$ cat config.mk
export PLATFORM = sky130hd
export DESIGN_NAME = fb_blit_engine
export DESIGN_NICKNAME = d
export VERILOG_FILES = /design/src/rtl/fbb_pkg.sv /design/src/rtl/fbb_clear_scan.sv /design/src/rtl/fbb_sprite_walk.sv /design/src/rtl/fbb_xor_unit.sv /design/src/rtl/fb_blit_engine.sv
export SDC_FILE = /design/constraint.sdc
export NUM_CORES = 1
export LEC_CHECK = 0
export ABC_AREA = 1
export BUFFER_PORTS_ARGS = -buffer_cell sky130_fd_sc_hd__buf_2
export CORE_MARGIN = 4
export CORE_UTILIZATION = 55
export CTS_CLUSTER_DIAMETER = 100
export DETAILED_ROUTE_END_ITERATION = 8
export MAX_ROUTING_LAYER = met4
export PLACE_DENSITY = 0.77
export SYNTH_ARGS = -nofsm -noshare
export SYNTH_HDL_FRONTEND = slang
export SYNTH_HIERARCHICAL = 1
export SYNTH_SLANG_ARGS = --single-unit
$ cat constraint.sdc
create_clock -name clk -period 2.36 [get_ports clk]
set_input_delay 0.472 -clock clk [delete_from_list [all_inputs] [get_ports clk]]
set_output_delay 0.472 -clock clk [all_outputs]
set_load 0.05 [all_outputs]
$ cat src/rtl/fbb_pkg.sv
// Shared types for the framebuffer clear / sprite blitter.
// Assumes: a single sequencer state machine in fb_blit_engine.
package fbb_pkg;

    typedef enum logic [2:0] {
        ST_IDLE,
        ST_CLR,
        ST_FETCH,
        ST_READ,
        ST_WRITE,
        ST_DONE
    } fbb_state_e;

endpackage

$ cat src/rtl/fbb_clear_scan.sv
// Clear sweep counter: steps through every framebuffer address with Y as
// the inner (fast) count and X as the outer count.
// Assumes: start and step are never high together; start resets to (0,0).
module fbb_clear_scan #(
    parameter int XW = 6,
    parameter int YW = 5
) (
    input  logic          clk,
    input  logic          rst_n,
    input  logic          start,
    input  logic          step,
    output logic [XW-1:0] scan_x,
    output logic [YW-1:0] scan_y,
    output logic          last
);
    localparam int CW = XW + YW;

    logic [CW-1:0] cnt_q;

    // Sweep position: reset/start to zero, advance by one per step.
    always_ff @(posedge clk) begin
        if (!rst_n || start) begin
            cnt_q <= '0;
        end else if (step) begin
            cnt_q <= cnt_q + 1'b1;
        end
    end

    assign scan_y = cnt_q[YW-1:0];
    assign scan_x = cnt_q[CW-1:YW];
    assign last   = &cnt_q;

endmodule

$ cat src/rtl/fbb_sprite_walk.sv
// Sprite walker: latches a draw's origin, base address and height, then
// tracks the current row and bit to produce the wrapped pixel coordinate
// and the memory address of the current row.
// Assumes: adv is pulsed once per written pixel; coordinates wrap naturally
// at the XW/YW widths and the address wraps at AW bits.
module fbb_sprite_walk #(
    parameter int XW = 6,
    parameter int YW = 5,
    parameter int AW = 12,
    parameter int NW = 4,
    parameter int DW = 8
) (
    input  logic                   clk,
    input  logic                   rst_n,
    input  logic                   start,
    input  logic                   adv,
    input  logic [XW-1:0]          org_x,
    input  logic [YW-1:0]          org_y,
    input  logic [AW-1:0]          base,
    input  logic [NW-1:0]          rows,
    output logic [XW-1:0]          px_x,
    output logic [YW-1:0]          px_y,
    output logic [AW-1:0]          row_addr,
    output logic [$clog2(DW)-1:0]  bit_idx,
    output logic                   bit_last,
    output logic                   row_last
);
    localparam int BW = $clog2(DW);

    logic [XW-1:0] x0_q;
    logic [YW-1:0] y0_q;
    logic [AW-1:0] base_q;
    logic [NW-1:0] rows_q;
    logic [NW-1:0] row_q;
    logic [BW-1:0] bit_q;

    // Command operands: captured when a draw is accepted.
    always_ff @(posedge clk) begin
        if (!rst_n) begin
            x0_q   <= '0;
            y0_q   <= '0;
            base_q <= '0;
            rows_q <= '0;
        end else if (start) begin
            x0_q   <= org_x;
            y0_q   <= org_y;
            base_q <= base;
            rows_q <= rows;
        end
    end

    // Row/bit position: bit counts across a row, then the row advances.
    always_ff @(posedge clk) begin
        if (!rst_n || start) begin
            row_q <= '0;
            bit_q <= '0;
        end else if (adv) begin
            if (bit_last) begin
                bit_q <= '0;
                row_q <= row_q + 1'b1;
            end else begin
                bit_q <= bit_q + 1'b1;
            end
        end
    end

    assign bit_last = (bit_q == BW'(DW - 1));
    assign row_last = (row_q == rows_q - NW'(1));
    assign bit_idx  = bit_q;
    assign px_x     = x0_q + XW'(bit_q);
    assign px_y     = y0_q + YW'(row_q);
    assign row_addr = base_q + AW'(row_q);

endmodule

$ cat src/rtl/fbb_xor_unit.sv
// Pixel combiner: holds the current sprite row byte, selects the sprite bit
// (MSB is leftmost), forms the XOR write value and keeps the collision flag.
// Assumes: row_load only while the memory read data is valid; wr_en only
// while old_bit carries the framebuffer read data.
module fbb_xor_unit #(
    parameter int DW = 8
) (
    input  logic                   clk,
    input  logic                   rst_n,
    input  logic                   hit_clr,
    input  logic                   row_load,
    input  logic [DW-1:0]          row_in,
    input  logic [$clog2(DW)-1:0]  bit_idx,
    input  logic                   wr_en,
    input  logic                   old_bit,
    output logic                   new_bit,
    output logic                   hit
);
    localparam int BW = $clog2(DW);

    logic [DW-1:0] row_q;
    logic          spr_bit;
    logic          hit_q;

    // Sprite row byte: loaded at the first pixel of each row.
    always_ff @(posedge clk) begin
        if (!rst_n) begin
            row_q <= '0;
        end else if (row_load) begin
            row_q <= row_in;
        end
    end

    assign spr_bit = row_q[BW'(DW - 1) - bit_idx];
    assign new_bit = old_bit ^ spr_bit;

    // Collision flag: cleared per draw, set by any lit pixel being erased.
    always_ff @(posedge clk) begin
        if (!rst_n || hit_clr) begin
            hit_q <= 1'b0;
        end else if (wr_en && old_bit && spr_bit) begin
            hit_q <= 1'b1;
        end
    end

    assign hit = hit_q;

    p_erase_sets_hit_r6: assert property (@(posedge clk) disable iff (!rst_n)
        (wr_en && old_bit && !new_bit && !hit_clr) |=> hit);

endmodule

$ cat src/rtl/fb_blit_engine.sv
// Framebuffer clear and sprite blitter top. Sequences one-pixel-per-cycle
// clears and read-then-write XOR sprite draws against an external
// bit-addressed framebuffer and a byte-addressed memory, both with a
// one-cycle synchronous read.
// Assumes: requests are only honoured in idle; clear has priority.
module fb_blit_engine
    import fbb_pkg::*;
#(
    parameter int XW = 6,
    parameter int YW = 5,
    parameter int AW = 12,
    parameter int NW = 4,
    parameter int DW = 8
) (
    input  logic          clk,
    input  logic          rst_n,
    input  logic          clr_req,
    input  logic          drw_req,
    input  logic [XW-1:0] drw_x,
    input  logic [YW-1:0] drw_y,
    input  logic [NW-1:0] drw_rows,
    input  logic [AW-1:0] drw_base,
    output logic          busy,
    output logic          done,
    output logic          hit,
    output logic [AW-1:0] mem_addr,
    output logic          mem_rd,
    input  logic [DW-1:0] mem_data,
    output logic [XW-1:0] fb_x,
    output logic [YW-1:0] fb_y,
    output logic          fb_rd,
    output logic          fb_we,
    output logic          fb_wdata,
    input  logic          fb_rdata
);
    localparam int BW = $clog2(DW);

    fbb_state_e state_q, state_d;

    logic          clr_take, drw_take;
    logic          scan_step, scan_last;
    logic [XW-1:0] scan_x, px_x;
    logic [YW-1:0] scan_y, px_y;
    logic          walk_adv, bit_last, row_last;
    logic [BW-1:0] bit_idx;
    logic          new_bit;

    assign clr_take  = (state_q == ST_IDLE) && clr_req;
    assign drw_take  = (state_q == ST_IDLE) && drw_req && !clr_req;
    assign scan_step = (state_q == ST_CLR);
    assign walk_adv  = (state_q == ST_WRITE);

    // Next-state selection for clear sweep and per-pixel draw phases.
    always_comb begin
        state_d = state_q;
        unique case (state_q)
            ST_IDLE: begin
                if (clr_take) begin
                    state_d = ST_CLR;
                end else if (drw_take) begin
                    state_d = (drw_rows == '0) ? ST_DONE : ST_FETCH;
                end
            end
            ST_CLR:   state_d = scan_last ? ST_DONE : ST_CLR;
            ST_FETCH: state_d = ST_READ;
            ST_READ:  state_d = ST_WRITE;
            ST_WRITE: begin
                if (!bit_last) begin
                    state_d = ST_READ;
                end else begin
                    state_d = row_last ? ST_DONE : ST_FETCH;
                end
            end
            ST_DONE:  state_d = ST_IDLE;
            default:  state_d = ST_IDLE;
        endcase
    end

    // Sequencer state register.
    always_ff @(posedge clk) begin
        if (!rst_n) begin
            state_q <= ST_IDLE;
        end else begin
            state_q <= state_d;
        end
    end

    fbb_clear_scan #(.XW(XW), .YW(YW)) u_scan (
        .clk    (clk),
        .rst_n  (rst_n),
        .start  (clr_take),
        .step   (scan_step),
        .scan_x (scan_x),
        .scan_y (scan_y),
        .last   (scan_last)
    );

    fbb_sprite_walk #(.XW(XW), .YW(YW), .AW(AW), .NW(NW), .DW(DW)) u_walk (
        .clk      (clk),
        .rst_n    (rst_n),
        .start    (drw_take),
        .adv      (walk_adv),
        .org_x    (drw_x),
        .org_y    (drw_y),
        .base     (drw_base),
        .rows     (drw_rows),
        .px_x     (px_x),
        .px_y     (px_y),
        .row_addr (mem_addr),
        .bit_idx  (bit_idx),
        .bit_last (bit_last),
        .row_last (row_last)
    );

    fbb_xor_unit #(.DW(DW)) u_xor (
        .clk      (clk),
        .rst_n    (rst_n),
        .hit_clr  (drw_take),
        .row_load ((state_q == ST_READ) && (bit_idx == '0)),
        .row_in   (mem_data),
        .bit_idx  (bit_idx),
        .wr_en    (walk_adv),
        .old_bit  (fb_rdata),
        .new_bit  (new_bit),
        .hit      (hit)
    );

    // Port drive: address mux between sweep and sprite, strobes per phase.
    always_comb begin
        busy     = (state_q != ST_IDLE) && (state_q != ST_DONE);
        done     = (state_q == ST_DONE);
        mem_rd   = (state_q == ST_FETCH);
        fb_rd    = (state_q == ST_READ);
        fb_we    = (state_q == ST_CLR) || (state_q == ST_WRITE);
        fb_wdata = (state_q == ST_WRITE) ? new_bit : 1'b0;
        fb_x     = (state_q == ST_CLR) ? scan_x : px_x;
        fb_y     = (state_q == ST_CLR) ? scan_y : px_y;
    end

    p_idle_quiet_r1: assert property (@(posedge clk) disable iff (!rst_n)
        !busy |-> (!fb_we && !fb_rd && !mem_rd));

    p_unread_write_zero_r2: assert property (@(posedge clk) disable iff (!rst_n)
        (fb_we && !$past(fb_rd)) |-> !fb_wdata);

    p_done_single_r3: assert property (@(posedge clk) disable iff (!rst_n)
        done |=> !done);

    p_done_not_busy_r3: assert property (@(posedge clk) disable iff (!rst_n)
        done |-> !busy);

    p_fetch_leads_read_r5: assert property (@(posedge clk) disable iff (!rst_n)
        mem_rd |=> (fb_rd && !fb_we));

    p_read_then_write_r5: assert property (@(posedge clk) disable iff (!rst_n)
        fb_rd |=> (fb_we && fb_x == $past(fb_x) && fb_y == $past(fb_y)));

    p_hit_hold_r6: assert property (@(posedge clk) disable iff (!rst_n)
        $fell(hit) |-> $past(drw_take));

endmodule

==> results_dict.tcl <==
set metrics [dict create \
    clk_pin_slew_worst_paths_ns 0.07 \
    rsz0062_at_grt "true" \
    post-route-period-util_pct 99.1 \
    synth.yosys.warnings 6 \
    detailedRoute.firstPassIterationCount 5 \
    numPlacedInstances 634 \
    hold_violation_total_from_the_final_report 0 \
    htree_levels 3 \
    worst-r2r-setup-slack_ns 0.58 \
    async_reset_ff_share_pct 0 \
    ys_types 34 \
    worst_path_fanout_max 3 \
    area.growth.synth_to_final_pct 25.8 \
    routed_via_density 5.20 \
    max-clock-path-buffers 2 \
    grt-ovfl-total 0 \
    syn-cell-area_sq_um 3500 \
    yosysMostFrequentCell "sky130_fd_sc_hd__nand2_1" \
    postSynthRegisterBits 57 \
    post_synth_edffs 0 \
    floorplan.die.height_um 87.8 \
    netlist.top_cell.by_area "sky130_fd_sc_hd__dfxtp_1" \
    cts_inserted_buffers 9 \
    cp.buffers_inverters 1 \
    filler_cell_count 483 \
    cellLeakagePower_nw 2.27 \
    dr_total_vias 3424 \
    dpl.hpwl_um 6110 \
    grt_pass1_wl_um 14000 \
    clock_latency_of_the_later_clocked_register_in_the_worst_skew_pair_ns 0.35 \
    slew_headroom_pct 75.9 \
    clock_tree.root_cell "sky130_fd_sc_hd__clkbuf_8" \
    worst_path_dominant_cell_family "adder cells" \
    die_width_um 87.8 \
    mappedNetlistNets 558 \
    core_area_sq_um 6060 \
    critical-path-max-stage-delay_ns 0.39 \
    n_antenna_cell 0 \
    drtIter0Drc 163 \
    r2r_end "state_q[2]" \
    crit_path_cell_trace "ha_2, fa_2, nand3_4, nand2_4, nand3_2, nand2_1, nand2_1, buf_6" \
    most_used_flip_flop_cell_after_synthesis "sky130_fd_sc_hd__dfxtp_1" \
    setup_violations 0 \
    report.final.slew_viol_count 0 \
    layout-drive-gt1-share_pct 30.0 \
    cellPowerDensity_nw_per_um2 686 \
    rr_worst_depth 12 \
    critical_path.slowest_cell "sky130_fd_sc_hd__fa_2" \
    numClockSinks 57 \
    io-pin-count 70 \
    stdcell_count 658 \
    syn-instance-count 499 \
    min_path_type "primary input to flop" \
    routabilityCongestion 0.932 \
    port_buffers 69 \
    yosys-top-cells-count "95 x sky130_fd_sc_hd__nand2_1, 82 x sky130_fd_sc_hd__nor2_1, 57 x sky130_fd_sc_hd__dfxtp_1" \
    final_antenna_net_count 0 \
    route.detailed.wl_per_inst_um 13.2 \
    route.final.wire_length_um 8680 \
    startpoint_type "flop" \
    worst_ir_drop_vdd_mv 0.446 \
    critical_path_class "flop to output port" \
    track_usage_pct 23.4 \
    total_negative_slack_for_setup_checks_ns 0 \
    timing.clock.skew_ns 0.00761 \
    timing_worst_slew_pin_value_ns 0.358 \
    worst-endpoint-arrival_ns 1.87 \
    first_global_vias 3279 \
    holdBufCountCts 0 \
    synth_top_cells_by_area "sky130_fd_sc_hd__dfxtp_1 33%, sky130_fd_sc_hd__nand2_1 10%, sky130_fd_sc_hd__nor2_1 8.8%, sky130_fd_sc_hd__ha_1 5.7%, sky130_fd_sc_hd__o21ai_0 5.7%" \
    worstPathRequired_ns 1.89 \
    start_util_pct 57.7 \
    critical_path.most_common_cell "sky130_fd_sc_hd__nand2_1" \
    floorplan_die_area_sq_um 7700 \
    fin_nets 637 \
    cp-end-kind "output port" \
    grt_antenna_before_repair 0 \
    post_synth.cell_area_avg_sq_um 7.01 \
    tritoncts_clock_tree "done" \
    synth-seq-area-share_pct 32.6 \
    min_delay_path_depth 3 \
    drv_cap 0 \
    outcome "complete, no violations" \
    netlist.area_leader.share_pct 32.6 \
    max_freq_mhz 428 \
    worstHoldEndpoint "u_walk/base_q[1]" \
    grt_max_degree 37 \
    holdCritStartpoint "drw_base[1]" \
    worst_r2r_startpoint "u_walk/rows_q[0]" \
    num_rows 28 \
    drcViolationCount 0 \
    period_needed_ns 2.34 \
]
## where the power goes
| group | total, mW | switching, mW | internal (mW) |
|---|---|---|---|
| Sequential | 1.12 | 0.0819 | 1.04 |
| Combinational | 0.849 | 0.581 | 0.267 |
| Clock | 1.05 | 0.406 | 0.648 |
| Total | 3.02 | 1.07 | 1.95 |
## logic make-up after synthesis
group,synth area share (%)
buffers and inverters,8.69
adder cells (fa/ha/maj),7.44
AO/OA/AOI/OAI,11.9
flip-flops,32.6
XOR/XNOR,4.47
AND/OR/NAND/NOR,34.9
## cell usage in the layout, fill, tap and decap left out, types with 11 or more instances in the layout
cell and instances:
sky130_fd_sc_hd__nor2_1 81, sky130_fd_sc_hd__inv_1 47, sky130_fd_sc_hd__a21oi_1 30, sky130_fd_sc_hd__buf_2 56
sky130_fd_sc_hd__nand3_1 30, sky130_fd_sc_hd__buf_4 17, sky130_fd_sc_hd__o21ai_0 40, sky130_fd_sc_hd__clkbuf_8 11
sky130_fd_sc_hd__dfxtp_1 47, sky130_fd_sc_hd__nand2_1 92, sky130_fd_sc_hd__nand2_2 14, sky130_fd_sc_hd__nand3_2 11
## worst max path at each step
stage,end,startpoint,cells past startpoint,slack [ns]
2_1_floorplan,mem_addr[2],u_walk/row_q[0],3,0.14
3_3_place_gp,mem_addr[8],u_walk/row_q[0],8,0.22
3_5_place_dp,mem_addr[8],u_walk/row_q[0],8,0.16
4_1_cts,mem_addr[10],u_walk/row_q[0],7,-0.02
5_1_grt,mem_addr[2],u_walk/row_q[0],5,-0.03
6_report,mem_addr[8],u_walk/row_q[0],8,0.02
## sequential cells by signal, indices dropped and copies added, names as in the netlist
signal and count:
state_q 3, u_scan/cnt_q 11, u_walk/base_q 12, u_walk/bit_idx 3, u_walk/row_q 4, u_walk/rows_q 4, u_walk/x0_q 6, u_walk/y0_q 5
u_xor/hit 1, u_xor/row_q 8
## cell type report
class	count	area [sq um]	share of cell area [%]
inverters	55	211	4.80
well taps	75	93.8	2.13
multi-input cells	374	2200	50.0
clock buffers	11	151	3.44
clock inverters	5	77.6	1.76
repair buffers	81	502	11.4
flip-flops and latches	57	1170	26.5
## stage by stage
stage	utilization [%]	hold slack, ns	worst slack, ns	power [mW]	area (sq um)
after floorplan	-	0.429	0.142	1.78	3520
after global placement	64.3	0.444	0.218	1.92	3890
after detailed placement	64.3	0.450	0.158	1.94	3890
after CTS	69.2	0.343	-0.0180	3.00	4190
after global routing	72.6	0.350	-0.0345	3.18	4400
final	72.6	0.340	0.0212	3.02	4400
## layer usage
metal	track usage, %	up-vias	wire [um]
met1	27.9	1549	3730
met3	6.11	15	486
met5	-	-	0
met4	6.83	0	86
met2	38.8	94	4370
li1	-	1766	-
## tightest hold or removal path, stage by stage
cell                     delay [ns]
sky130_fd_sc_hd__buf_2         0.07
sky130_fd_sc_hd__nor2_1        0.03
sky130_fd_sc_hd__nor2_1        0.08
## repair_timing
| action | 4_1_cts | 5_1_grt |
|---|---|---|
| endpoints found under the setup margin | 15 | 16 |
| pin swaps | 0 | 11 |
| resized for setup | 25 | 39 |
| buffers inserted | 0 | 8 |
(Power assumes the default switching activity.)
